## config.mk

```make
export PLATFORM = sky130hd
export DESIGN_NAME = qh_overlay_seq
export DESIGN_NICKNAME = d
export VERILOG_FILES = /design/src/rtl/qho_pkg.sv /design/src/rtl/qho_overlay_ram.sv /design/src/rtl/qho_req_port.sv /design/src/rtl/qh_overlay_seq.sv
export SDC_FILE = /design/constraint.sdc
export NUM_CORES = 1
export LEC_CHECK = 0
export ABC_AREA = 1
export CAP_MARGIN = 20
export CELL_PAD_IN_SITES_DETAIL_PLACEMENT = 0
export CELL_PAD_IN_SITES_GLOBAL_PLACEMENT = 1
export CORE_ASPECT_RATIO = 0.8
export CORE_MARGIN = 5
export CORE_UTILIZATION = 47
export CTS_CLUSTER_DIAMETER = 200
export CTS_CLUSTER_SIZE = 40
export DETAILED_ROUTE_END_ITERATION = 8
export PLACE_DENSITY = 0.84
export SYNTH_ARGS = -nofsm -noshare
export SYNTH_HDL_FRONTEND = slang
export SYNTH_SLANG_ARGS = --single-unit
```

## constraint.sdc

```tcl
create_clock -name clk -period 9.3 [get_ports clk]
set_input_delay 1.395 -clock clk [delete_from_list [all_inputs] [get_ports clk]]
set_output_delay 1.395 -clock clk [all_outputs]
set_load 0.005 [all_outputs]
```

## src/rtl/qho_pkg.sv

```systemverilog
package qho_pkg;
  typedef enum logic [3:0] {
    S_IDLE, S_LINK, S_CUR, S_OVL, S_XFER, S_WB_PRE, S_WB, S_FIN
  } qho_state_t;

  localparam int QH_LINK_OFS = 0;
  localparam int QH_CUR_OFS  = 12;
  localparam int QH_OVL_OFS  = 16;
  localparam int TOK_WORD    = 2;
  localparam int ACT_BIT     = 7;
  localparam int PTR_LSB     = 5;
endpackage

```

## src/rtl/qho_overlay_ram.sv

```systemverilog
module qho_overlay_ram #(
  parameter int DEPTH = 9,
  parameter int DW    = 32,
  localparam int IW   = $clog2(DEPTH)
) (
  input  logic          clk,
  input  logic          we,
  input  logic [IW-1:0] waddr,
  input  logic [DW-1:0] wdata,
  input  logic [IW-1:0] raddr,
  output logic [DW-1:0] rdata
);
  logic [DW-1:0] store [DEPTH];

  always_ff @(posedge clk) begin
    if (we) store[waddr] <= wdata;
    rdata <= store[raddr];
  end
endmodule

```

## src/rtl/qho_req_port.sv

```systemverilog
module qho_req_port #(
  parameter int AW = 32,
  parameter int DW = 32
) (
  input  logic          clk,
  input  logic          rst,
  input  logic          issue,
  input  logic          iss_we,
  input  logic [AW-1:0] iss_addr,
  input  logic [DW-1:0] iss_wdata,
  output logic          mem_req,
  output logic          mem_we,
  output logic [AW-1:0] mem_addr,
  output logic [DW-1:0] mem_wdata,
  input  logic          mem_ack,
  output logic          accept
);
  assign accept = mem_req && mem_ack;

  always_ff @(posedge clk) begin
    if (rst) begin
      mem_req   <= 1'b0;
      mem_we    <= 1'b0;
      mem_addr  <= '0;
      mem_wdata <= '0;
    end else if (accept) begin
      mem_req <= 1'b0;
    end else if (issue && !mem_req) begin
      mem_req   <= 1'b1;
      mem_we    <= iss_we;
      mem_addr  <= iss_addr;
      mem_wdata <= iss_wdata;
    end
  end

  // request fields held until accepted
  p_req_hold_r7: assert property (@(posedge clk) disable iff (rst)
    mem_req && !mem_ack |=> mem_req && $stable(mem_addr) && $stable(mem_we) && $stable(mem_wdata));
  // gap after each acknowledge
  p_gap_after_ack_r7: assert property (@(posedge clk) disable iff (rst)
    mem_req && mem_ack |=> !mem_req);
  // issue only when the port is free
  p_issue_free_r7: assert property (@(posedge clk) disable iff (rst)
    issue |-> !mem_req);
endmodule

```

## src/rtl/qh_overlay_seq.sv

```systemverilog
module qh_overlay_seq #(
  parameter int AW        = 32,
  parameter int DW        = 32,
  parameter int OVL_WORDS = 9,
  localparam int IW       = $clog2(OVL_WORDS)
) (
  input  logic          clk,
  input  logic          rst,
  input  logic          start,
  input  logic [AW-1:0] start_addr,
  output logic          mem_req,
  output logic          mem_we,
  output logic [AW-1:0] mem_addr,
  output logic [DW-1:0] mem_wdata,
  input  logic          mem_ack,
  input  logic [DW-1:0] mem_rdata,
  output logic          xfer_start,
  input  logic          xfer_done,
  input  logic [DW-1:0] xfer_status,
  output logic          done,
  output logic [AW-1:0] next_qh
);
  import qho_pkg::*;

  localparam logic [IW-1:0] LAST_IDX = IW'(OVL_WORDS - 1);
  localparam logic [IW-1:0] TOK_IDX  = IW'(TOK_WORD);
  localparam logic [AW-1:0] PTR_MASK = ~AW'((1 << PTR_LSB) - 1);
  localparam logic [AW-1:0] WRD_MASK = ~AW'(3);
  localparam logic [DW-1:0] ACT_MASK = DW'(1) << ACT_BIT;

  qho_state_t    state;
  logic [AW-1:0] base, link, cur;
  logic [IW-1:0] idx;
  logic          sent, tok_act;

  logic          issue, iss_we, accept;
  logic [AW-1:0] iss_addr, wb_base;
  logic [DW-1:0] iss_wdata, rd_q;
  logic          ram_we;
  logic [IW-1:0] ram_waddr;
  logic [DW-1:0] ram_wdata;

  assign wb_base = cur & PTR_MASK;

  qho_req_port #(.AW(AW), .DW(DW)) i_port (
    .clk(clk), .rst(rst), .issue(issue), .iss_we(iss_we),
    .iss_addr(iss_addr), .iss_wdata(iss_wdata),
    .mem_req(mem_req), .mem_we(mem_we), .mem_addr(mem_addr),
    .mem_wdata(mem_wdata), .mem_ack(mem_ack), .accept(accept)
  );

  qho_overlay_ram #(.DEPTH(OVL_WORDS), .DW(DW)) i_ovl (
    .clk(clk), .we(ram_we), .waddr(ram_waddr), .wdata(ram_wdata),
    .raddr(idx), .rdata(rd_q)
  );

  always_comb begin
    issue     = 1'b0;
    iss_we    = 1'b0;
    iss_addr  = '0;
    iss_wdata = '0;
    ram_we    = 1'b0;
    ram_waddr = idx;
    ram_wdata = mem_rdata;
    case (state)
      S_LINK: begin
        issue    = !sent;
        iss_addr = base + AW'(QH_LINK_OFS);
      end
      S_CUR: begin
        issue    = !sent;
        iss_addr = base + AW'(QH_CUR_OFS);
      end
      S_OVL: begin
        issue    = !sent;
        iss_addr = base + AW'(QH_OVL_OFS) + (AW'(idx) << 2);
        ram_we   = accept;
      end
      S_XFER: begin
        ram_we    = xfer_done;
        ram_waddr = TOK_IDX;
        ram_wdata = xfer_status;
      end
      S_WB: begin
        issue     = !sent;
        iss_we    = 1'b1;
        iss_addr  = wb_base + (AW'(idx) << 2);
        iss_wdata = (idx == TOK_IDX) ? (rd_q & ~ACT_MASK) : rd_q;
      end
      default: ;
    endcase
  end

  always_ff @(posedge clk) begin
    if (rst) begin
      state      <= S_IDLE;
      base       <= '0;
      link       <= '0;
      cur        <= '0;
      idx        <= '0;
      sent       <= 1'b0;
      tok_act    <= 1'b0;
      xfer_start <= 1'b0;
      done       <= 1'b0;
      next_qh    <= '0;
    end else begin
      done       <= 1'b0;
      xfer_start <= 1'b0;
      if (issue) sent <= 1'b1;
      if (accept) sent <= 1'b0;
      case (state)
        S_IDLE: if (start) begin
          base    <= start_addr & WRD_MASK;
          idx     <= '0;
          tok_act <= 1'b0;
          sent    <= 1'b0;
          state   <= S_LINK;
        end
        S_LINK: if (accept) begin
          link  <= mem_rdata;
          state <= S_CUR;
        end
        S_CUR: if (accept) begin
          cur   <= mem_rdata;
          state <= S_OVL;
        end
        S_OVL: if (accept) begin
          if (idx == TOK_IDX) tok_act <= mem_rdata[ACT_BIT];
          if (idx == LAST_IDX) begin
            idx <= '0;
            if (tok_act) begin
              xfer_start <= 1'b1;
              state      <= S_XFER;
            end else begin
              state <= S_FIN;
            end
          end else begin
            idx <= idx + 1'b1;
          end
        end
        S_XFER: if (xfer_done) state <= S_WB_PRE;
        S_WB_PRE: state <= S_WB;
        S_WB: if (accept) begin
          if (idx == LAST_IDX) begin
            state <= S_FIN;
          end else begin
            idx   <= idx + 1'b1;
            state <= S_WB_PRE;
          end
        end
        S_FIN: begin
          done    <= 1'b1;
          next_qh <= link & PTR_MASK;
          state   <= S_IDLE;
        end
        default: state <= S_IDLE;
      endcase
    end
  end

  // done lasts one cycle
  p_done_pulse_r9: assert property (@(posedge clk) disable iff (rst)
    done |=> !done);
  // transfer start lasts one cycle and leads to waiting
  p_xfer_pulse_r4: assert property (@(posedge clk) disable iff (rst)
    xfer_start |=> !xfer_start);
  // no write unless the working area held an active transfer
  p_write_needs_active_r3: assert property (@(posedge clk) disable iff (rst)
    mem_req && mem_we |-> tok_act);
  // addresses word aligned
  p_addr_align_r2: assert property (@(posedge clk) disable iff (rst)
    mem_req |-> mem_addr[1:0] == 2'b00);
  // start while busy leaves the queue head base unchanged
  p_busy_start_ignored_r8: assert property (@(posedge clk) disable iff (rst)
    start && state != S_IDLE |=> $stable(base));
endmodule

```

==> metrics list <==
- The run finished with clean final reports.
- In this run, synthesis inferred ~290 flip-flops with an integrated enable.
- The most numerous cell type found on the critical path is sky130_fd_sc_hd__nand2_1.
- Drt initial violations: 1947
- Count of clock tree sinks: between 500 and 600
- Among cell families on the critical path, the largest total delay comes from simple AND/OR/NAND/NOR gates.
- At the end of the flow the core is filled with cells to 0.5363.
- Setup Skew: between 40 and 50 ps
* Die outline width: about 250 um
- The final hold violation count was 0.
- Of the available clock period, the critical path in the final layout requires 0.4190.
- RSZ-0062 raised after global routing: no
- Aggregate global-route resource usage: 0.2494
* Crit path arrival time: slightly above 4000 ps
- Count of vias placed by the detailed router: 17570
* Max-cap violation count: 0
* Count of antenna diodes in the layout: 0
* Worst setup SP type: input port
- Ys flop type: sky130_fd_sc_hd__edfxtp_1
* Count of buffers from port buffering: around 190
- For the worst setup path, the data required time is about 9500 ps.
- Post-synthesis area per instance: between 8 and 9 um^2
* Clock transition at the registers of the reported paths: approximately 140 ps
* Wire length of the first global-routing pass: between 90000 and 100000 um
- Shortest clock period the worst path allows after layout: 3897 ps
* CTS buffer count: 16
- After routing the design area is around 24000 um^2.
- After global routing the overflow that remains totals 0.
- For this run, the number of Yosys warnings is 0.
* Average wire length per cell after detail routing: 20.76 um
* Seq/Total Area, Yosys: 0.6004
- For this design, the CTS-stage hold fixing added 0 buffers.
- Post-CTS resize count: 0
- The initial antenna violation count was 1.
- The layout has 4144 filler cells.
* Average via count per standard cell: approximately 5.6
- Floorplan die area: about 51000 um^2
- Clk root buf: sky130_fd_sc_hd__clkbuf_16
- The largest single stage delay on the critical path is between 700 and 800 ps.
- After synthesis the netlist holds a flip-flop and latch count of 506.
- Layout cell share with drive strength beyond 1: 0.04172
* Share of synthesized registers carrying an async set or reset: 0
- Max Clock Freq: 256.6 MHz
- CTS tree: yes
- Core outline area: around 46000 um^2
* Combined buffer and inverter count along the critical path: 3
- Measured against its own limit, the worst slew margin works out to 0.2622.
* Top cell type by total area after synthesis: sky130_fd_sc_hd__edfxtp_1
- The worst setup path is captured at a flop.
* Non-filler cells, final: 3153
- The longest clock path from root to sink contains 3 buffers.
* Number of placed I/O pins: roughly 200
- DP HPWL: approximately 44000 um
- Final-layout worst hold slack: around 440 ps
* Number of detailed-route iterations in the first pass: 6
- The synthesized netlist occupies a cell area of approximately 22000 um^2.
- Maximum number of pins on one net before global-route repair: 101
- WL final: ~65000 um
- Worst VDD drop: around 180 uV
- The share of synthesized area in the top cell type comes to 0.3990.
* Finish-stage setup viols: 0
- Leakage: ~8.8 nW
- Cell variety after synth: between 40 and 50
* Total area of multi-input combinational cells: roughly 7700 um^2
* Residual DRC: 0
- Placed cells: around 3100
- Vias in the first global route: about 16000
* CP Max Fanout: 20
- Setup total negative slack on the finished layout was measured at 0 ps.
- After synthesis, the cell types taking the most area are sky130_fd_sc_hd__edfxtp_1, sky130_fd_sc_hd__dfxtp_1, sky130_fd_sc_hd__nand2_1.
- In this run the core area contains 70 standard-cell rows.
* Sequential cell area in the final layout: around 13000 um^2
- Area after detailed placement: roughly 24000 um^2
- Critical-path top delay cell: sky130_fd_sc_hd__nor2_2
- Area growth from synthesis to layout: 12.92%
- Final Wtd Congestion: approximately 0.95
* Die height: a little over 200 um
* Worst-Margin Slew: roughly 1100 ps
- In this run the worst hold path is classified as flop to flop.
- The critical path is of the input port to flop type.
* Post-detailed-route count of antenna-violating nets: 0
- The cell count after synthesis came out at 2425.
- The final max-slew violation count came to 0.
- After clock tree synthesis, the setup repair step added 0 buffers.
* Total Nets Final: between 2000 and 3000
* Worst path cell trace: clkdlybuf4s50_1, nand2_1, inv_1, nand2_1, o21ai_1, nand3_1, nor2_2, buf_4
* Power per cell area: 218.4 nW/um^2
* Initial core utilization: 0.4750
- CTS H-tree depth: 1
- The clock reaches the later pin of the worst-skew pair after between 500 and 600 ps.
-- cell usage after synthesis (5+ instances only) --
master and n:
sky130_fd_sc_hd__nor3_1 13, sky130_fd_sc_hd__o21ai_1 38, sky130_fd_sc_hd__nand4_1 6, sky130_fd_sc_hd__edfxtp_1 288
sky130_fd_sc_hd__dfxtp_1 218, sky130_fd_sc_hd__o21bai_1 5, sky130_fd_sc_hd__nor2_1 435, sky130_fd_sc_hd__clkbuf_1 76
sky130_fd_sc_hd__buf_4 13, sky130_fd_sc_hd__o21ai_0 260, sky130_fd_sc_hd__nand2_1 509, sky130_fd_sc_hd__nand2_2 5
sky130_fd_sc_hd__ha_1 14, sky130_fd_sc_hd__buf_2 36, sky130_fd_sc_hd__inv_1 93, sky130_fd_sc_hd__nand3_1 134
sky130_fd_sc_hd__a22oi_1 8, sky130_fd_sc_hd__a21oi_1 123, sky130_fd_sc_hd__inv_2 14, sky130_fd_sc_hd__o22ai_1 66
sky130_fd_sc_hd__nor2_2 15, sky130_fd_sc_hd__o211ai_1 8
-- area by class of cell --
cell class | instances | area share
timing repair buffer | 215 | 0.08609
multi-input combinational | 1682 | 0.3139
clock buffer | 27 | 0.01892
tap | 612 | 0.03129
clock inverter | 1 | 0.0006646
sequential | 506 | 0.5320
inverter | 110 | 0.01713
-- flip-flops by register name, indices dropped and copies added (netlist names) --
register and flops:
link 27, i_ovl.store 288, i_port.mem_addr 30, i_port.mem_req 1, base 30, cur 27
next_qh 27, xfer_start 1, done 1, idx 4, i_port.mem_we 1, tok_act 1
i_port.mem_wdata 32, state 3, i_ovl.rdata 32, sent 1
-- metal layers --
layer  GRT usage  up-vias  wire length, um
li1            -     8402                -
met1      0.3798     8353            30000
met2      0.3589      755            27090
met3     0.06664       62             6981
met4     0.05456        0             1385
met5           0        -                0
-- stage by stage --
step	power (mW)	worst slack, ps
floorplan	3.765	4666
global placement	4.335	4929
detailed placement	4.365	4884
CTS	5.341	5465
global route	5.635	5301
finish	5.346	5403
-- cells in the final DEF (no fill, tap or decap), types with 3 or more instances in the layout --
| master | count |
|---|---|
| sky130_fd_sc_hd__nand2_2 | 5 |
| sky130_fd_sc_hd__nand3_1 | 134 |
| sky130_fd_sc_hd__nor2_1 | 427 |
| sky130_fd_sc_hd__nor2_2 | 23 |
| sky130_fd_sc_hd__dfxtp_1 | 216 |
| sky130_fd_sc_hd__clkbuf_1 | 10 |
| sky130_fd_sc_hd__xor2_1 | 3 |
| sky130_fd_sc_hd__a21oi_1 | 123 |
| sky130_fd_sc_hd__clkbuf_16 | 17 |
| sky130_fd_sc_hd__edfxtp_1 | 288 |
| sky130_fd_sc_hd__a22oi_1 | 8 |
| sky130_fd_sc_hd__o21ai_0 | 260 |
| sky130_fd_sc_hd__conb_1 | 7 |
| sky130_fd_sc_hd__o21ai_1 | 38 |
| sky130_fd_sc_hd__a31oi_1 | 4 |
| sky130_fd_sc_hd__nor3_2 | 5 |
| sky130_fd_sc_hd__inv_1 | 91 |
| sky130_fd_sc_hd__nand2_1 | 509 |
| sky130_fd_sc_hd__ha_1 | 14 |
| sky130_fd_sc_hd__nand3b_1 | 3 |
| sky130_fd_sc_hd__o22ai_1 | 66 |
| sky130_fd_sc_hd__o21bai_1 | 5 |
| sky130_fd_sc_hd__clkdlybuf4s50_1 | 190 |
| sky130_fd_sc_hd__nand4_1 | 6 |
| sky130_fd_sc_hd__nor3_1 | 9 |
| sky130_fd_sc_hd__nor2_4 | 4 |
| sky130_fd_sc_hd__inv_2 | 15 |
| sky130_fd_sc_hd__buf_4 | 21 |
| sky130_fd_sc_hd__o211ai_1 | 8 |
-- cells by family after synthesis --
family / synth area share
compound gates: 0.1282
xor+xnor: 0.001213
fa+ha+maj: 0.009006
buf+inv: 0.04803
flops: 0.6004
other cells: 0.0001730
simple gates: 0.2130
-- tightest hold or removal path, stage by stage (launching register included) --
cell and delay [ps]:
sky130_fd_sc_hd__dfxtp_1 320, sky130_fd_sc_hd__nand2_1 60, sky130_fd_sc_hd__a21oi_1 50
-- power by group --
| part | internal (mW) | leakage (nW) | switching [mW] |
|---|---|---|---|
| logic | 0.519 | 4.15 | 0.984 |
| registers | 2.59 | 4.37 | 0.247 |
| clock network | 0.355 | 0.229 | 0.650 |
-- path summary, 6_finish.rpt --
check,from,end,slack (ps),depth (start not counted)
min reg2reg,i_ovl.rdata[9],i_port.mem_wdata[9],440,2
max,mem_ack,i_ovl.store[0][17],5400,8
max reg2reg,idx[1],i_port.mem_addr[13],5570,12
min,i_ovl.rdata[9],i_port.mem_wdata[9],440,2
Power figures use the tool's default switching activity.
